===== src/rtl/odcal_pkg.sv =====
package odcal_pkg;
    typedef enum logic [2:0] {
        ST_IDLE,
        ST_RST,
        ST_ZSET,
        ST_ZCNT,
        ST_GSET,
        ST_GCNT,
        ST_DONE
    } odcal_state_e;
endpackage


===== src/rtl/odcal_timer.sv =====
module odcal_timer #(
    parameter int W = 10
) (
    input  logic         clk,
    input  logic         rst_n,
    input  logic         clr,
    input  logic         en,
    output logic [W-1:0] cnt
);
    logic [W-1:0] cnt_d, cnt_q;

    always_comb begin
        cnt_d = cnt_q;
        if (clr)
            cnt_d = '0;
        else if (en)
            cnt_d = cnt_q + W'(1);
    end

    always_ff @(posedge clk or negedge rst_n) begin
        if (!rst_n)
            cnt_q <= '0;
        else
            cnt_q <= cnt_d;
    end

    assign cnt = cnt_q;
endmodule


===== src/rtl/odcal_ones_acc.sv =====
module odcal_ones_acc #(
    parameter int CW = 7
) (
    input  logic          clk,
    input  logic          rst_n,
    input  logic          clr,
    input  logic          take,
    input  logic          bit_in,
    output logic [CW-1:0] ones,
    output logic [CW-1:0] taken
);
    typedef struct packed {
        logic [CW-1:0] ones;
        logic [CW-1:0] taken;
    } acc_t;

    acc_t acc_d, acc_q;

    always_comb begin
        acc_d = acc_q;
        if (clr) begin
            acc_d.ones  = '0;
            acc_d.taken = '0;
        end else if (take) begin
            acc_d.ones  = acc_q.ones + CW'(bit_in);
            acc_d.taken = acc_q.taken + CW'(1);
        end
    end

    always_ff @(posedge clk or negedge rst_n) begin
        if (!rst_n)
            acc_q <= '0;
        else
            acc_q <= acc_d;
    end

    assign ones  = acc_q.ones;
    assign taken = acc_q.taken;
endmodule


===== src/rtl/odcal_seq.sv =====
module odcal_seq
    import odcal_pkg::*;
#(
    parameter int WIN_LOG2   = 6,
    parameter int SETTLE_CYC = 1000,
    parameter int RST_CYC    = 4
) (
    input  logic                  clk,
    input  logic                  rst_n,
    input  logic                  bit_in,
    input  logic                  bit_vld,
    input  logic                  bip_mode,
    input  logic                  start,
    output logic                  mod_reset,
    output logic                  zero_force,
    output logic                  gain_force,
    output logic                  busy,
    output logic                  res_pulse,
    output logic                  res_valid,
    output logic [WIN_LOG2+1:0]   offset_err,
    output logic [WIN_LOG2+1:0]   gain_err
);
    localparam int WIN    = 1 << WIN_LOG2;
    localparam int CW     = WIN_LOG2 + 1;
    localparam int EW     = CW + 1;
    localparam int TMAX   = (SETTLE_CYC > RST_CYC) ? SETTLE_CYC : RST_CYC;
    localparam int TW     = $clog2(TMAX + 1);
    localparam logic [CW-1:0] IDEAL_BIP  = CW'(WIN / 2);
    localparam logic [CW-1:0] IDEAL_UNI  = CW'((3 * WIN) / 8);
    localparam logic [CW-1:0] IDEAL_GAIN = CW'((5 * WIN) / 8);
    localparam logic [TW-1:0] RST_LAST   = TW'(RST_CYC - 1);
    localparam logic [TW-1:0] SET_LAST   = TW'(SETTLE_CYC - 1);
    localparam logic [CW-1:0] WIN_LAST   = CW'(WIN - 1);

    typedef struct packed {
        odcal_state_e  state;
        logic          cal_mode;
        logic          valid;
        logic [EW-1:0] off;
        logic [EW-1:0] gain;
    } seq_t;

    seq_t seq_d, seq_q;

    logic          t_clr, t_en, a_clr, a_take;
    logic [TW-1:0] t_cnt;
    logic [CW-1:0] a_ones, a_taken;
    logic [CW-1:0] ones_nx, zero_ideal;
    logic signed [EW-1:0] zero_meas, gain_meas;
    logic          mode_miss, in_run, win_full;

    odcal_timer #(.W(TW)) u_tmr (
        .clk   (clk),
        .rst_n (rst_n),
        .clr   (t_clr),
        .en    (t_en),
        .cnt   (t_cnt)
    );

    odcal_ones_acc #(.CW(CW)) u_acc (
        .clk    (clk),
        .rst_n  (rst_n),
        .clr    (a_clr),
        .take   (a_take),
        .bit_in (bit_in),
        .ones   (a_ones),
        .taken  (a_taken)
    );

    always_comb begin
        seq_d      = seq_q;
        t_clr      = 1'b0;
        t_en       = 1'b0;
        a_clr      = 1'b0;
        a_take     = 1'b0;
        ones_nx    = a_ones + CW'(bit_in);
        zero_ideal = seq_q.cal_mode ? IDEAL_BIP : IDEAL_UNI;
        zero_meas  = $signed(EW'(ones_nx)) - $signed(EW'(zero_ideal));
        gain_meas  = $signed(EW'(ones_nx)) - $signed(EW'(IDEAL_GAIN));
        mode_miss  = (bip_mode != seq_q.cal_mode);
        in_run     = (seq_q.state != ST_IDLE) && (seq_q.state != ST_DONE);
        win_full   = (a_taken == WIN_LAST);

        if (in_run && mode_miss) begin
            seq_d.state = ST_IDLE;
            t_clr       = 1'b1;
            a_clr       = 1'b1;
        end else begin
            unique case (seq_q.state)
                ST_IDLE: begin
                    t_clr = 1'b1;
                    a_clr = 1'b1;
                    if (start) begin
                        seq_d.state    = ST_RST;
                        seq_d.cal_mode = bip_mode;
                        seq_d.valid    = 1'b0;
                    end
                end
                ST_RST: begin
                    if (t_cnt == RST_LAST) begin
                        seq_d.state = ST_ZSET;
                        t_clr       = 1'b1;
                    end else begin
                        t_en = 1'b1;
                    end
                end
                ST_ZSET, ST_GSET: begin
                    a_clr = 1'b1;
                    if (t_cnt == SET_LAST) begin
                        seq_d.state = (seq_q.state == ST_ZSET) ? ST_ZCNT : ST_GCNT;
                        t_clr       = 1'b1;
                    end else begin
                        t_en = 1'b1;
                    end
                end
                ST_ZCNT, ST_GCNT: begin
                    t_clr = 1'b1;
                    if (!bit_vld) begin
                        seq_d.state = (seq_q.state == ST_ZCNT) ? ST_ZSET : ST_GSET;
                        a_clr       = 1'b1;
                    end else begin
                        a_take = 1'b1;
                        if (win_full) begin
                            if (seq_q.state == ST_ZCNT) begin
                                seq_d.off   = zero_meas;
                                seq_d.state = ST_GSET;
                            end else begin
                                seq_d.gain  = gain_meas;
                                seq_d.valid = 1'b1;
                                seq_d.state = ST_DONE;
                            end
                        end
                    end
                end
                ST_DONE: begin
                    seq_d.state = ST_IDLE;
                end
                default: seq_d.state = ST_IDLE;
            endcase
        end

        if (mode_miss)
            seq_d.valid = 1'b0;
    end

    always_ff @(posedge clk or negedge rst_n) begin
        if (!rst_n) begin
            seq_q.state    <= ST_IDLE;
            seq_q.cal_mode <= 1'b0;
            seq_q.valid    <= 1'b0;
            seq_q.off      <= '0;
            seq_q.gain     <= '0;
        end else begin
            seq_q <= seq_d;
        end
    end

    assign mod_reset  = (seq_q.state == ST_RST);
    assign zero_force = (seq_q.state == ST_ZSET) || (seq_q.state == ST_ZCNT);
    assign gain_force = (seq_q.state == ST_GSET) || (seq_q.state == ST_GCNT);
    assign busy       = (seq_q.state != ST_IDLE);
    assign res_pulse  = (seq_q.state == ST_DONE);
    assign res_valid  = seq_q.valid;
    assign offset_err = seq_q.off;
    assign gain_err   = seq_q.gain;
endmodule


===== config.mk =====
export PLATFORM = sky130hd
export DESIGN_NAME = odcal_seq
export DESIGN_NICKNAME = d
export VERILOG_FILES = /design/src/rtl/odcal_pkg.sv /design/src/rtl/odcal_timer.sv /design/src/rtl/odcal_ones_acc.sv /design/src/rtl/odcal_seq.sv
export SDC_FILE = /design/constraint.sdc
export NUM_CORES = 1
export LEC_CHECK = 0
export BUFFER_PORTS_ARGS = -buffer_cell sky130_fd_sc_hd__buf_2
export CELL_PAD_IN_SITES_DETAIL_PLACEMENT = 1
export CELL_PAD_IN_SITES_GLOBAL_PLACEMENT = 1
export CORE_ASPECT_RATIO = 0.8
export CORE_UTILIZATION = 46
export DETAILED_ROUTE_END_ITERATION = 12
export HOLD_SLACK_MARGIN = 0.12
export PLACE_DENSITY = 0.88
export SETUP_SLACK_MARGIN = 0.02
export SYNTH_ARGS = -nofsm -noshare
export SYNTH_HDL_FRONTEND = slang
export SYNTH_HIERARCHICAL = 1
export SYNTH_SLANG_ARGS = --single-unit

===== constraint.sdc =====
create_clock -name clk -period 4.75 [get_ports clk]
set_input_delay 0.7125 -clock clk [delete_from_list [all_inputs] [get_ports clk]]
set_output_delay 0.7125 -clock clk [all_outputs]
set_load 0.02 [all_outputs]

Word level (Yosys, flattened, before mapping)
Cells that the tools add are included.
{"block": "classes", "reduce_logical": 18, "muxes": 38, "addsub": 5, "eq_ne": 20, "bitwise": 2}
{"cell": "17-bit 2-to-1 mux", "n": 3}
{"cell": "14-bit 2-to-1 mux", "n": 2}
{"cell": "3-bit 2-to-1 mux", "n": 7}
{"cell": "3-bit inequality test, second input constant", "n": 7}
{"cell": "10-bit 2-to-1 mux", "n": 2}
{"cell": "16-bit 2-to-1 mux", "n": 1}
{"cell": "8-bit 2-to-1 mux", "n": 2}
{"cell": "1-bit 2-to-1 mux", "n": 13}
{"cell": "3-bit one-hot mux with 4 select lines", "n": 1}
{"cell": "10-bit by 1-bit adder with 10-bit output, second input constant", "n": 1}
{"cell": "10-bit equality test, second input constant", "n": 1}
{"cell": "10-bit by 2-bit equality test with 1-bit output, second input constant", "n": 1}
{"cell": "5-bit AND reduction", "n": 2}
{"cell": "3-bit equality test, second input constant", "n": 3}
{"cell": "7-bit by 6-bit subtractor with 8-bit output", "n": 1}
{"cell": "7-bit by 6-bit subtractor with 8-bit output, second input constant", "n": 1}
{"cell": "7-bit by 1-bit adder with 7-bit output", "n": 1}
{"cell": "7-bit by 1-bit adder with 7-bit output, second input constant", "n": 1}
{"cell": "7-bit by 6-bit equality test with 1-bit output, second input constant", "n": 1}
{"cell": "3-bit by 2-bit equality test with 1-bit output, second input constant", "n": 2}
{"cell": "6-bit 2-to-1 mux", "n": 1}
{"cell": "1-bit one-hot mux with 2 select lines", "n": 3}
{"cell": "6-bit AND reduction", "n": 1}
{"cell": "3-bit nonzero test", "n": 2}
{"cell": "17 further kinds", "n": 23}
{"block": "totals", "out_inout_bits": 22, "wordCells": 91, "register_bits": 45}

Logic depth before layout (Yosys ltp)
{"block": "depth", "word_depth": 8, "ltp_mapped": 10, "depth_no_buf": 10}

Hierarchy
Netlist, hierarchy kept.
{"module": "odcal_seq", "seq_area_each_um2": 525.5, "area_per_inst_um2": 1521.5, "instances": 1, "cells_each": 162}
{"module": "odcal_ones_acc", "seq_area_each_um2": 350.3, "area_per_inst_um2": 684.4, "instances": 1, "cells_each": 63}
{"module": "odcal_timer", "seq_area_each_um2": 250.2, "area_per_inst_um2": 489.2, "instances": 1, "cells_each": 47}

Worst setup path before layout
No wires, ideal clock.
{"block": "synth_path", "path_type": "input to register", "from": "input port bit_in", "to": "register seq_q, in the netlist offset_err[7]", "t_arrival_ps": 2534, "path_stages": 8, "slack_ps": 2152, "setup_time_ps": 65, "cell_sequence": "ha_1 ha_1 nand3_1 xor2_1 inv_1 fa_1 a2111oi_0 a21o_1"}
{"block": "synth_via", "elab_chain_len": 2}
{"item": "start, declared", "line": "odcal_seq.sv:10", "rtl": "input logic bit_in,"}
{"item": "7-bit by 1-bit adder with 7-bit output", "line": "odcal_seq.sv:76", "rtl": "ones_nx = a_ones + CW'(bit_in);"}
{"item": "7-bit by 6-bit subtractor with 8-bit output", "line": "odcal_seq.sv:78", "rtl": "zero_meas = $signed(EW'(ones_nx)) - $signed(EW'(zero_ideal));"}
{"item": "end signal, assigned", "line": "odcal_seq.sv:154", "rtl": "seq_q <= seq_d;"}
{"item": "end, declared", "line": "odcal_seq.sv:43", "rtl": "seq_t seq_d, seq_q;"}
No other way between the ends.
A chain may end at the register's enable or synchronous reset.

Worst setup path in the final report
Ends and elaborated chain as after synthesis.

==> summary.md <==
| Metric | Value |
|---|---|
| Status | finished, final reports clean |
| Yosys reg bits | 45 |
| Hold Slack | around 0.48 ns |
| Final WL | between 6000 and 7000 um |
| Initial Utilization | between 40 and 50% |
| Die Span Y | 70.46 um |
| Minimum clock period | roughly 2.7 ns |
| Worst Hold Class | flip-flop to flip-flop |
| Final HPWL DP | approximately 4500 um |
| WP data arrival | slightly below 3 ns |
| Root Buffer | clkbuf_8 |
| Placed Cells | ~350 |
| Layout cells sized above 1 | around a fifth |
| Core area | ~5600 sq um |
| Die Width | ~88 um |
| CTS clk-pin slew, worst paths | ~0.080 ns |
| First-pass GRT wire length | between 10,000 and 15,000 um |
| Max Freq | 371.0 MHz |
| Max_cap viols | 0 |
| Final setup fails | 0 |
| Sequential Power Share | 44.6% |
| Synthesized instance count | around 270 |
| CTS H-tree depth | 2 |
| Most common cell after layout, fill and taps aside | dfrtp_1 |
| # clock sinks | between 40 and 50 |
| N_diodes | 0 |
| Initial antenna violation count | 0 |
| Gate power share | approximately 33% |
| Metal2 WL | just over 3000 um |
| Total Nets Final | 299 |
| Hold Fails Final Rpt | 0 |
| Post-CTS resize count | 0 |
| Crit path max fanout | 4 |
| DR WL/cell | 16.97 um |
| Detailed-route via count | 2,040 |
| Switching part of the total power | 37.32% |
| Largest net degree at the start of global routing | 46 |
| CP endpoint kind | flip-flop |
| Synth cell types | 52 |
| Startpoint types | input pin |
| Post-Synthesis Cell Area | between 2000 and 3000 sq um |
| Cts hold-fix bufs | 0 |
| Leak | between 0.001 and 0.0015 uW |
| Number of flops mapped to enable cells by yosys | 0 |
| Syn_nets | a little under 300 |
| Register area share after synthesis | about two fifths |
| Worst slew pin tran | approximately 1.1 ns |
| Fin crit share | 56.75% |
| CP Class | input pin to flip-flop |
| Routability cong. | roughly 0.77 |
| Critical Path RT | about 5.0 ns |
| GR Overflow Total | 0 |
| Post-CTS Setup Bufs | 0 |
| Slew Viols, Final | 0 |
| Port Buf Inserts | 27 |
| Drt first pass iters | 4 |
| Vias/cell | ~5.7 |
| Most frequent cells in the layout | 45 x dfrtp_1, 27 x buf_2, 24 x nor2_1 |
| Pwr Density | between 300 and 400 nW/um^2 |
| Syn. warnings | 6 |
| Peak supply drop | ~120 uV |
| I/O pin count | 28 |
| Wl on met1 | around 2800 um |
| Sw Pwr | ~380 uW |
| Cell Count, Final, Fillers Out | 359 |
| CTS buffer count | 5 |
| Top sig layer | met4 |
| Antenna-violating nets left | 0 |
| Row count | 24 |
| CTS Buffer Depth | 2 |
| Post-synth top flop | dfrtp_1 |
| Clk_skew | ~0.003 ns |
| Max-slew headroom | roughly a quarter |
| Ys async rst share | between 90% and 100% |
| Layout area overhead | 5.942% |
| Routed wl met3 | 150 um |
| Clock share of power | between 20% and 30% |
| Die area | 6171 sq um |
| Internal Power | approximately 630 uW |
| DRC viols | 0 |
| Power Total | a little over 1000 uW |
| Total track usage | approximately 22% |
| Synth Area per Inst | between 9 and 10 sq um |
| Worst-Skew Late Latency | roughly 0.29 ns |
| CTS tree | built |
| Vias in the first global route | 2,179 |
| DRT iter0 DRCs | about 120 |
| Unrepaired setup endpoints after global routing | false |
| Final setup TNS | 0 ns |
## final cells by class
type,count,area [sq um]
Multi-Input combinational cell,195,1385
Inverter,6,22.52
Timing Repair Buffer,29,150.1
Clock inverter,1,5.005
Clock buffer,5,68.82
Sequential cell,45,1126
Tap cell,78,97.59
Fill cell,636,2700
## flip-flops by register name (all words and copies together) (netlist names)
| name | flops |
|---|---|
| res_valid | 1 |
| seq_q | 4 |
| gain_err | 8 |
| offset_err | 8 |
| u_tmr/cnt | 10 |
| u_acc/ones | 7 |
| u_acc/taken | 7 |
## kinds of logic after synthesis
logic type                 synth area share [%]
AOI/OAI and AO/OA                         11.24
xor gates and xnor gates                  7.799
adders and majority gates                 5.385
buffers and inverters                     7.010
DFF                                       41.78
muxes                                     6.360
and+or+nand+nor                           20.43
## worst max-delay path, cell delays in order
cell and delay (ns):
buf_2 0.12, ha_1 0.24, and3_1 0.24, xnor2_1 0.35, ha_1 0.23, inv_1 0.07
fa_1 0.40, a2111oi_0 0.45, a21o_1 0.13
## routing by layer
| layer | up-vias | track usage [%] |
|---|---|---|
| met3 | 5 | 3.783 |
| met4 | 0 | 6.193 |
| met5 | - | 0 |
| met2 | 28 | 36.63 |
| li1 | 968 | - |
| met1 | 1039 | 28.94 |
## cells in the mapped netlist (3+ instances only)
master | instances | share of area, %
dfrtp_1 | 45 | 42
nor2_1 | 24 | 3.3
nand2_1 | 20 | 2.8
buf_4 | 16 | 4.5
a21oi_1 | 15 | 2.8
o21ai_0 | 14 | 2.6
xor2_1 | 14 | 4.5
ha_1 | 10 | 4.6
xnor2_1 | 10 | 3.2
mux2_2 | 9 | 3.8
clkbuf_1 | 8 | 1.1
nand4_1 | 8 | 1.9
nand3_1 | 7 | 1.3
or3_1 | 7 | 1.6
inv_1 | 6 | 0.84
mux2i_1 | 4 | 1.5
nand2b_1 | 4 | 0.93
nor2b_1 | 4 | 0.93
nor3_1 | 3 | 0.56
o31ai_1 | 3 | 0.84
or4_1 | 3 | 0.84
## through the flow
| step | setup slack, ns | utilization, % | cell area (sq um) |
|---|---|---|---|
| 5_1_grt | 1.849 | 51.40 | 2855 |
| 3_5_place_dp | 1.751 | 50.07 | 2781 |
| 6_report | 2.055 | 51.40 | 2855 |
| 2_1_floorplan | 2.152 | - | 2695 |
| 3_3_place_gp | 1.914 | 50.07 | 2781 |
| 4_1_cts | 2.058 | 51.40 | 2855 |
## final timing paths
| check | from | end | slack, ns | depth (start not counted) |
|---|---|---|---|---|
| setup / recovery | bit_in | offset_err[7] | 2.05 | 9 |
| hold / removal | offset_err[6] | offset_err[6] | 0.48 | 2 |
| max in group asynchronous | rst_n | u_acc/ones[4] | 3.51 | 1 |
| setup reg to reg | seq_q[17] | u_acc/taken[6] | 2.06 | 5 |
| hold reg to reg | offset_err[6] | offset_err[6] | 0.48 | 2 |
| min in group asynchronous | rst_n | u_tmr/cnt[0] | 0.58 | 1 |
## power groups by stage
stage	sequential (uW)	combinational (uW)	clock, uW
final	451	336	225
after global placement	456	321	0
after detailed placement	459	334	0
after global routing	457	365	242
after floorplan	429	272	0
after CTS	451	337	230
(Power assumes the default switching activity.)
